**src/rtl/fcd_pkg.sv**
```systemverilog
package fcd_pkg;

    typedef enum logic [1:0] {
        MD_READ    = 2'd0,
        MD_AUTOSEL = 2'd1,
        MD_BYPASS  = 2'd2
    } mode_e;

    typedef enum logic [3:0] {
        SQ_IDLE, SQ_KEY1, SQ_KEY2, SQ_PGM,
        SQ_ER_KEY1, SQ_ER_KEY2, SQ_ER_LAST,
        SQ_BYP_PGM, SQ_BYP_EXIT
    } seq_e;

    typedef struct packed {
        logic first;
        logic second;
    } key_hit_t;

    typedef struct packed {
        logic pgm;
        logic chip;
        logic sect;
        logic susp;
        logic resume;
    } cmd_t;

    localparam logic [7:0] CD_KEY_A   = 8'hAA;
    localparam logic [7:0] CD_KEY_B   = 8'h55;
    localparam logic [7:0] CD_IDENT   = 8'h90;
    localparam logic [7:0] CD_PROGRAM = 8'hA0;
    localparam logic [7:0] CD_BYPASS  = 8'h20;
    localparam logic [7:0] CD_ER_SET  = 8'h80;
    localparam logic [7:0] CD_CHIP    = 8'h10;
    localparam logic [7:0] CD_SECTOR  = 8'h30;
    localparam logic [7:0] CD_RESUME  = 8'h30;
    localparam logic [7:0] CD_RESET   = 8'hF0;
    localparam logic [7:0] CD_SUSPEND = 8'hB0;
    localparam logic [7:0] CD_BYP_OUT = 8'h00;
    localparam logic [7:0] MFR_CODE   = 8'h01;

endpackage

```
**src/rtl/fcd_addr_decode.sv**
```systemverilog
module fcd_addr_decode import fcd_pkg::*; #(
    parameter int ADDR_W = 19,
    parameter int SECT_W = 6
) (
    input  logic [ADDR_W-1:0] addr,
    input  logic              byte_mode,
    output key_hit_t          hit,
    output logic [SECT_W-1:0] sect
);
    always_comb begin
        if (byte_mode) begin
            hit.first  = (addr[11:0] == 12'hAAA);
            hit.second = (addr[11:0] == 12'h555);
            sect       = addr[ADDR_W-1 -: SECT_W];
        end else begin
            hit.first  = (addr[10:0] == 11'h555);
            hit.second = (addr[10:0] == 11'h2AA);
            sect       = addr[ADDR_W-2 -: SECT_W];
        end
    end
endmodule

```
**src/rtl/fcd_id_read.sv**
```systemverilog
module fcd_id_read import fcd_pkg::*; #(
    parameter int         ADDR_W   = 19,
    parameter int         SECT_W   = 6,
    parameter logic [7:0] DEV_CODE = 8'hC4,
    localparam int        NUM_SECT = 1 << SECT_W
) (
    input  logic                active,
    input  logic                byte_mode,
    input  logic [ADDR_W-1:0]   rd_addr,
    input  logic [NUM_SECT-1:0] sect_prot,
    output logic [7:0]          id_data
);
    logic [SECT_W-1:0] rd_sect;
    logic [11:0]       off;
    logic              prot;

    always_comb begin
        rd_sect = byte_mode ? rd_addr[ADDR_W-1 -: SECT_W] : rd_addr[ADDR_W-2 -: SECT_W];
        off     = byte_mode ? rd_addr[11:0] : {1'b0, rd_addr[10:0]};
        prot    = sect_prot[rd_sect];
        id_data = 8'h00;
        if (active) begin
            if (off == 12'd0)
                id_data = MFR_CODE;
            else if (off == (byte_mode ? 12'd2 : 12'd1))
                id_data = DEV_CODE;
            else if (off == (byte_mode ? 12'd4 : 12'd2))
                id_data = {7'd0, prot};
        end
    end
endmodule

```
**src/rtl/fcd_erase_track.sv**
```systemverilog
module fcd_erase_track (
    input  logic clk,
    input  logic rst,
    input  logic busy,
    input  logic start_sect,
    input  logic do_susp,
    input  logic do_resume,
    output logic erase_run,
    output logic suspended
);
    logic busy_q;

    always_ff @(posedge clk) begin
        if (rst) begin
            busy_q    <= 1'b0;
            erase_run <= 1'b0;
            suspended <= 1'b0;
        end else begin
            busy_q <= busy;
            if (start_sect)
                erase_run <= 1'b1;
            else if (busy_q && !busy && !suspended)
                erase_run <= 1'b0;
            if (do_susp)
                suspended <= 1'b1;
            else if (do_resume)
                suspended <= 1'b0;
        end
    end

    // suspend only granted for a running, unsuspended sector erase
    p_susp_gate_r9: assert property (@(posedge clk) disable iff (rst)
        do_susp |-> (erase_run && !suspended));

    // resume only granted while suspended
    p_resume_gate_r10: assert property (@(posedge clk) disable iff (rst)
        do_resume |-> suspended);
endmodule

```
**src/rtl/flash_cmd_decoder.sv**
```systemverilog
module flash_cmd_decoder import fcd_pkg::*; #(
    parameter int         ADDR_W   = 19,
    parameter int         DATA_W   = 16,
    parameter int         SECT_W   = 6,
    parameter logic [7:0] DEV_CODE = 8'hC4,
    localparam int        NUM_SECT = 1 << SECT_W
) (
    input  logic                clk,
    input  logic                rst,
    input  logic                byte_mode,
    input  logic                busy,
    input  logic                wr_en,
    input  logic [ADDR_W-1:0]   wr_addr,
    input  logic [DATA_W-1:0]   wr_data,
    input  logic [ADDR_W-1:0]   rd_addr,
    input  logic [NUM_SECT-1:0] sect_prot,
    output logic                pgm_go,
    output logic [ADDR_W-1:0]   pgm_addr,
    output logic [DATA_W-1:0]   pgm_data,
    output logic                chip_erase_go,
    output logic                sect_erase_go,
    output logic [SECT_W-1:0]   erase_sect,
    output logic                suspend_go,
    output logic                resume_go,
    output logic [1:0]          mode,
    output logic                erase_suspended,
    output logic                id_valid,
    output logic [7:0]          id_data
);
    seq_e              seq_q, seq_n;
    mode_e             mode_q, mode_n;
    cmd_t              cmd_q, cmd_n;
    key_hit_t          hit;
    logic [SECT_W-1:0] wr_sect;
    logic              erase_run, suspended;
    logic [7:0]        d8;

    fcd_addr_decode #(.ADDR_W(ADDR_W), .SECT_W(SECT_W)) u_dec (
        .addr(wr_addr), .byte_mode(byte_mode), .hit(hit), .sect(wr_sect));

    fcd_erase_track u_trk (
        .clk(clk), .rst(rst), .busy(busy),
        .start_sect(cmd_n.sect), .do_susp(cmd_n.susp), .do_resume(cmd_n.resume),
        .erase_run(erase_run), .suspended(suspended));

    fcd_id_read #(.ADDR_W(ADDR_W), .SECT_W(SECT_W), .DEV_CODE(DEV_CODE)) u_id (
        .active(mode_q == MD_AUTOSEL), .byte_mode(byte_mode),
        .rd_addr(rd_addr), .sect_prot(sect_prot), .id_data(id_data));

    always_comb begin
        seq_n  = seq_q;
        mode_n = mode_q;
        cmd_n  = '0;
        d8     = wr_data[7:0];
        if (wr_en) begin
            if (d8 == CD_SUSPEND && erase_run && !suspended &&
                seq_q != SQ_PGM && seq_q != SQ_BYP_PGM) begin
                cmd_n.susp = 1'b1;
                seq_n      = SQ_IDLE;
            end else if (!busy) begin
                if (seq_q == SQ_PGM || seq_q == SQ_BYP_PGM) begin
                    cmd_n.pgm = 1'b1;
                    seq_n     = SQ_IDLE;
                end else if (mode_q == MD_AUTOSEL) begin
                    if (d8 == CD_RESET) mode_n = MD_READ;
                    seq_n = SQ_IDLE;
                end else if (d8 == CD_RESET) begin
                    seq_n = SQ_IDLE;
                end else if (suspended && seq_q == SQ_IDLE && d8 == CD_RESUME) begin
                    cmd_n.resume = 1'b1;
                end else if (mode_q == MD_BYPASS) begin
                    seq_n = SQ_IDLE;
                    if (seq_q == SQ_IDLE && d8 == CD_PROGRAM)
                        seq_n = SQ_BYP_PGM;
                    else if (seq_q == SQ_IDLE && d8 == CD_IDENT)
                        seq_n = SQ_BYP_EXIT;
                    else if (seq_q == SQ_BYP_EXIT && d8 == CD_BYP_OUT)
                        mode_n = MD_READ;
                end else begin
                    seq_n = SQ_IDLE;
                    unique case (seq_q)
                        SQ_IDLE:    if (hit.first && d8 == CD_KEY_A)  seq_n = SQ_KEY1;
                        SQ_KEY1:    if (hit.second && d8 == CD_KEY_B) seq_n = SQ_KEY2;
                        SQ_KEY2: if (hit.first) begin
                            if (d8 == CD_IDENT)                      mode_n = MD_AUTOSEL;
                            else if (d8 == CD_PROGRAM)               seq_n  = SQ_PGM;
                            else if (d8 == CD_BYPASS && !suspended)  mode_n = MD_BYPASS;
                            else if (d8 == CD_ER_SET && !suspended)  seq_n  = SQ_ER_KEY1;
                        end
                        SQ_ER_KEY1: if (hit.first && d8 == CD_KEY_A)  seq_n = SQ_ER_KEY2;
                        SQ_ER_KEY2: if (hit.second && d8 == CD_KEY_B) seq_n = SQ_ER_LAST;
                        SQ_ER_LAST: begin
                            if (hit.first && d8 == CD_CHIP) cmd_n.chip = 1'b1;
                            else if (d8 == CD_SECTOR)        cmd_n.sect = 1'b1;
                        end
                        default: seq_n = SQ_IDLE;
                    endcase
                end
            end
        end
    end

    always_ff @(posedge clk) begin
        if (rst) begin
            seq_q      <= SQ_IDLE;
            mode_q     <= MD_READ;
            cmd_q      <= '0;
            pgm_addr   <= '0;
            pgm_data   <= '0;
            erase_sect <= '0;
        end else begin
            seq_q  <= seq_n;
            mode_q <= mode_n;
            cmd_q  <= cmd_n;
            if (cmd_n.pgm) begin
                pgm_addr <= wr_addr;
                pgm_data <= wr_data;
            end
            if (cmd_n.sect) erase_sect <= wr_sect;
        end
    end

    assign pgm_go          = cmd_q.pgm;
    assign chip_erase_go   = cmd_q.chip;
    assign sect_erase_go   = cmd_q.sect;
    assign suspend_go      = cmd_q.susp;
    assign resume_go       = cmd_q.resume;
    assign mode            = mode_q;
    assign erase_suspended = suspended;
    assign id_valid        = (mode_q == MD_AUTOSEL);

    // never two requests in one cycle
    p_one_request_r14: assert property (@(posedge clk) disable iff (rst)
        $onehot0({pgm_go, chip_erase_go, sect_erase_go, suspend_go, resume_go}));

    // a program request never lasts two cycles
    p_pgm_single_r14: assert property (@(posedge clk) disable iff (rst)
        pgm_go |=> !pgm_go);

    // only suspend may be granted from a write made while busy
    p_busy_gate_r12: assert property (@(posedge clk) disable iff (rst)
        (pgm_go || chip_erase_go || sect_erase_go || resume_go) |-> !$past(busy));

    // leaving identification mode needs an F0h write
    p_ident_exit_r6: assert property (@(posedge clk) disable iff (rst)
        (mode_q != MD_AUTOSEL && $past(mode_q == MD_AUTOSEL)) |->
        $past(wr_en && wr_data[7:0] == CD_RESET));

    // leaving bypass mode needs a 00h write
    p_bypass_exit_r7: assert property (@(posedge clk) disable iff (rst)
        (mode_q != MD_BYPASS && $past(mode_q == MD_BYPASS)) |->
        $past(wr_en && wr_data[7:0] == CD_BYP_OUT));
endmodule

```
**config.mk**
```make
export PLATFORM = sky130hd
export DESIGN_NAME = flash_cmd_decoder
export DESIGN_NICKNAME = d
export VERILOG_FILES = /design/src/rtl/fcd_pkg.sv /design/src/rtl/fcd_addr_decode.sv /design/src/rtl/fcd_id_read.sv /design/src/rtl/fcd_erase_track.sv /design/src/rtl/flash_cmd_decoder.sv
export SDC_FILE = /design/constraint.sdc
export NUM_CORES = 1
export LEC_CHECK = 0
export BUFFER_PORTS_ARGS = -buffer_cell sky130_fd_sc_hd__buf_2
export CAP_MARGIN = 20
export CORE_ASPECT_RATIO = 0.8
export CORE_MARGIN = 2
export CORE_UTILIZATION = 30
export DETAILED_ROUTE_END_ITERATION = 16
export PLACE_DENSITY_LB_ADDON = 0.08
export SLEW_MARGIN = 20
export SYNTH_ARGS = -nofsm -noshare
export SYNTH_HDL_FRONTEND = slang
export SYNTH_HIERARCHICAL = 1
export SYNTH_SLANG_ARGS = --single-unit
```
**constraint.sdc**
```tcl
create_clock -name clk -period 3.6 [get_ports clk]
set_input_delay 0.18 -clock clk [delete_from_list [all_inputs] [get_ports clk]]
set_output_delay 0.18 -clock clk [all_outputs]
set_load 0.1 [all_outputs]
```
==> impl_summary.txt <==
----------------------------------------------------
[Clock network]
  Post-CTS clock slew at the launch and capture registers of the worst setup and hold paths ... 80 ps
  Clock sink count ... 55
  TritonCTS clock tree ... built
  Total of hold buffers inserted after clock tree synthesis ... 0
  Clock Tree Root ... sky130_fd_sc_hd__clkbuf_16
  Number of clock buffers inserted by TritonCTS ... 5
  H-tree levels ... 2
  Clock Latency Late Sink ... 300 ps
  Number of buffers inserted by post-CTS setup repair ... 0
  Maximum clock insertion buffer count ... 2
  Post-CTS sizing ... 0

[Placed design]
  Post-DP Area ... 4860 sq um
  Buffers added on ports ... 176
  Routability cong. ... 0.861
  Worst Setup Slack post-DPL ... 807 ps
  DPL Wire Length ... 9.90 mm

[Yosys]
  Count of cell types in the netlist ... 65
  Sequential element share of the synthesized area ... 28.4%
  Area of the mapped netlist ... 3880 sq um
  Top FF cell, synth ... sky130_fd_sc_hd__dfxtp_1
  Number of synthesized register bits ... 55
  Area share of the largest cell type after synthesis ... 28.4%
  Fraction of the mapped netlist area in simple logic gates ... 27.0%
  Synthesized netlist cell count ... 438
  Leading cell types by total area after synthesis ... sky130_fd_sc_hd__dfxtp_1 28%, sky130_fd_sc_hd__mux4_2 13%, sky130_fd_sc_hd__nand2_1 8.6%
  Post-synthesis cell type with the largest combined area ... sky130_fd_sc_hd__dfxtp_1
  Compound-Gate Fraction of Synth Area ... 14.5%
  Number of enable-type register cells in the synthesized netlist ... 0
  Asr flop ratio synth ... 0%
  XOR/XNOR share of the synthesized area ... 0%
  Synth Warn # ... 6
  Adder-cell share of the synthesized area ... 0.645%
  Mux share of post-synthesis cell area ... 23.5%
  Largest family of logic cells by synthesized area ... simple AND/OR/NAND/NOR gates
  Synthesized area per cell ... 8.86 sq um

[Worst setup path]
  Startpoint types ... input pin
  Critical Path AT ... 2630 ps
  Largest fanout on the critical path ... 33
  Slowest stage cell, crit path ... sky130_fd_sc_hd__mux4_2
  Data required time at the worst endpoint ... 3420 ps
  Category of the most critical setup path ... input pin to output port
  Worst r2r dst ... seq_q[2]
  Category of the worst setup path capture point ... output port
  Stage delay of the slowest cell on the critical path ... 590 ps
  Critical R2R Launch ... seq_q[0]
  Crit path from ... rd_addr[14]
  Setup slack, reg-to-reg ... 1200 ps
  Cell breakdown of the critical path ... buf_2, mux4_2, nand3_1, nand3_1, a22o_1, a2111o_1, o221ai_2, a211oi_4, buf_2
  Worst r2r path cells ... 5

[Timing]
  Final hold violation count ... 0
  Fin Setup TNS ... 0 ps
  Setup violators final ... 0
  Worst slew margin relative to its limit ... 29.9%
  Final worst-path setup slack ... 789 ps
  Final Max Slew Viols ... 0
  Time the final worst path needs with I/O delays and setup ... 2810 ps
  Max Freq ... 0.356 GHz
  RSZ-0062 raised after global routing ... false
  Largest clock skew in the final design ... 6.03 ps
  Final worst-path cycle share ... 78.1%
  Least-Margin Pin Slew ... 1050 ps

[Die]
  Initial standard-cell utilization of the core ... 30.5%
  Die height ... 106 microns
  Die Wd ... 131 microns
  Die area ... 13900 sq um
  Site Rows ... 37
  I/O pin count ... 181
  Placeable core region ... 12700 sq um

[Cells and area]
  Finished Core Util ... 39.4%
  Synth-to-layout area growth ... 29.1%
  Most common library cell in the layout ignoring fill and taps ... sky130_fd_sc_hd__buf_2
  Net count reported at finish ... 721
  Proportion of layout cells with a drive suffix above 1 ... 39.9%
  Count of filler cells inserted in the layout ... 1321
  Area of combinational cells with multiple inputs ... 2590 sq um
  Area taken by flip-flops and latches ... 1100 sq um
  Commonest cells after routing, fill and taps aside ... 176 x sky130_fd_sc_hd__buf_2, 89 x sky130_fd_sc_hd__nand2_1, 54 x sky130_fd_sc_hd__dfxtp_1
  Count of antenna diodes in the layout ... 0
  Post-route cell area ... 5010 sq um

[Pwr]
  Overall power ... 1.40 mW
  Power density normalized to cell area ... 279 nW/um^2
  VDD IR max ... 0.182 mV
  Leakage ... 2.06 nW

[Hold path]
  Worst min-delay path startpoint ... wr_data[15]
  Number of cells on the worst hold path ... 3
  Hold Crit Class ... input pin to register
  Worst Hold Path EP ... pgm_data[15]

[Global route]
  Global router's overall resource usage ... 18.1%
  Vias in the first global route ... 3879
  Global-route congestion overflow total ... 0
  First-pass GRT wire length ... 20.4 mm
  Maximum number of pins on one net before global-route repair ... 57
  Initial antenna violation count ... 0

[Detailed routing]
  DR vias ... 4037
  Via density ... 5.23
  Overall routed net length ... 12.8 mm
  Router iterations before antenna repair ... 4
  Wire length per cell ... 16.6 microns
  DRC violations left ... 0
  Iter 0 DRT Violations ... 216
  Count of antenna-violating nets left after detailed routing ... 0

[Flow run]
  Max_cap viols ... 0

[Run status]
  Status ... completed

----------------------------------------------------
==> state kept, by name (all words and copies together), names as in the netlist <==
register	flops
erase_sect	6
sect_erase_go	1
u_trk/erase_run	1
pgm_data	16
mode	2
resume_go	1
chip_erase_go	1
u_trk/suspended	1
suspend_go	1
pgm_addr	19
seq_q	4
pgm_go	1
u_trk/busy_q	1
==> routing by layer <==
layer  GRT usage, %  wire [microns]  up-vias
li1               -               -     1943
met1           26.2            6070     1885
met2           26.8            5390      192
met3           4.67            1150       17
met4           4.50             208        0
met5              0               0        -
==> kinds of logic after synthesis <==
logic type | count (synthesis)
flip-flops | 55
multiplexers | 51
other | 1
buffers and inverters | 42
adder cells (fa/ha/maj) | 2
AND/OR/NAND/NOR | 200
AO/OA/AOI/OAI | 87
==> per-stage QoR <==
stage	hold WS (ps)	std cells
6_report	116	772
5_1_grt	118	772
4_1_cts	109	772
3_5_place_dp	430	764
3_3_place_gp	423	764
2_1_floorplan	249	441
==> synthesized netlist by cell type, drive strengths merged (3+ instances only) <==
master,instances
mux2i,13
o21ai,9
mux4,29
nand3,7
and2,4
o311ai,4
buf,17
a21oi,45
dfxtp,55
a31oi,3
nor3b,4
nand3b,5
nand4b,3
nor2,25
or4,3
nor3,10
nand2,89
inv,7
and3b,3
or3,3
nor4,7
nor2b,10
clkbuf,17
mux2,9
nand4,6
a41oi,3
nand2b,8
nor4b,6
==> critical path, delay by kind of cell <==
| kind | cells | cell delay, ps |
|---|---|---|
| buffers and inverters | 2 | 850 |
| AOI/OAI and AO/OA | 4 | 790 |
| muxes | 1 | 590 |
| and+or+nand+nor | 2 | 210 |
==> power breakdown <==
group	total [mW]	internal [mW]	leakage (nW)	switching, mW
Clock	0.498	0.261	0.0742	0.237
Sequential	0.608	0.608	0.444	0.000143
Combinational	0.293	0.139	1.54	0.154
==> area by class of cell <==
cell class,instances,share of cell area (%)
clock buffer,5,2.50
inverter,8,0.599
timing repair buffer,182,18.5
multi-input combinational,344,51.6
sequential,55,22.0
tap,175,4.37
clock inverter,3,0.449
==> how the worst max path moves through the flow <==
stage	to	cells after the start
4_1_cts	id_data[0]	9
3_3_place_gp	id_data[0]	9
5_1_grt	id_data[0]	9
2_1_floorplan	id_data[6]	6
6_report	id_data[0]	9
3_5_place_dp	id_data[0]	9
Note: power is estimated with default switching activity, not from simulation.
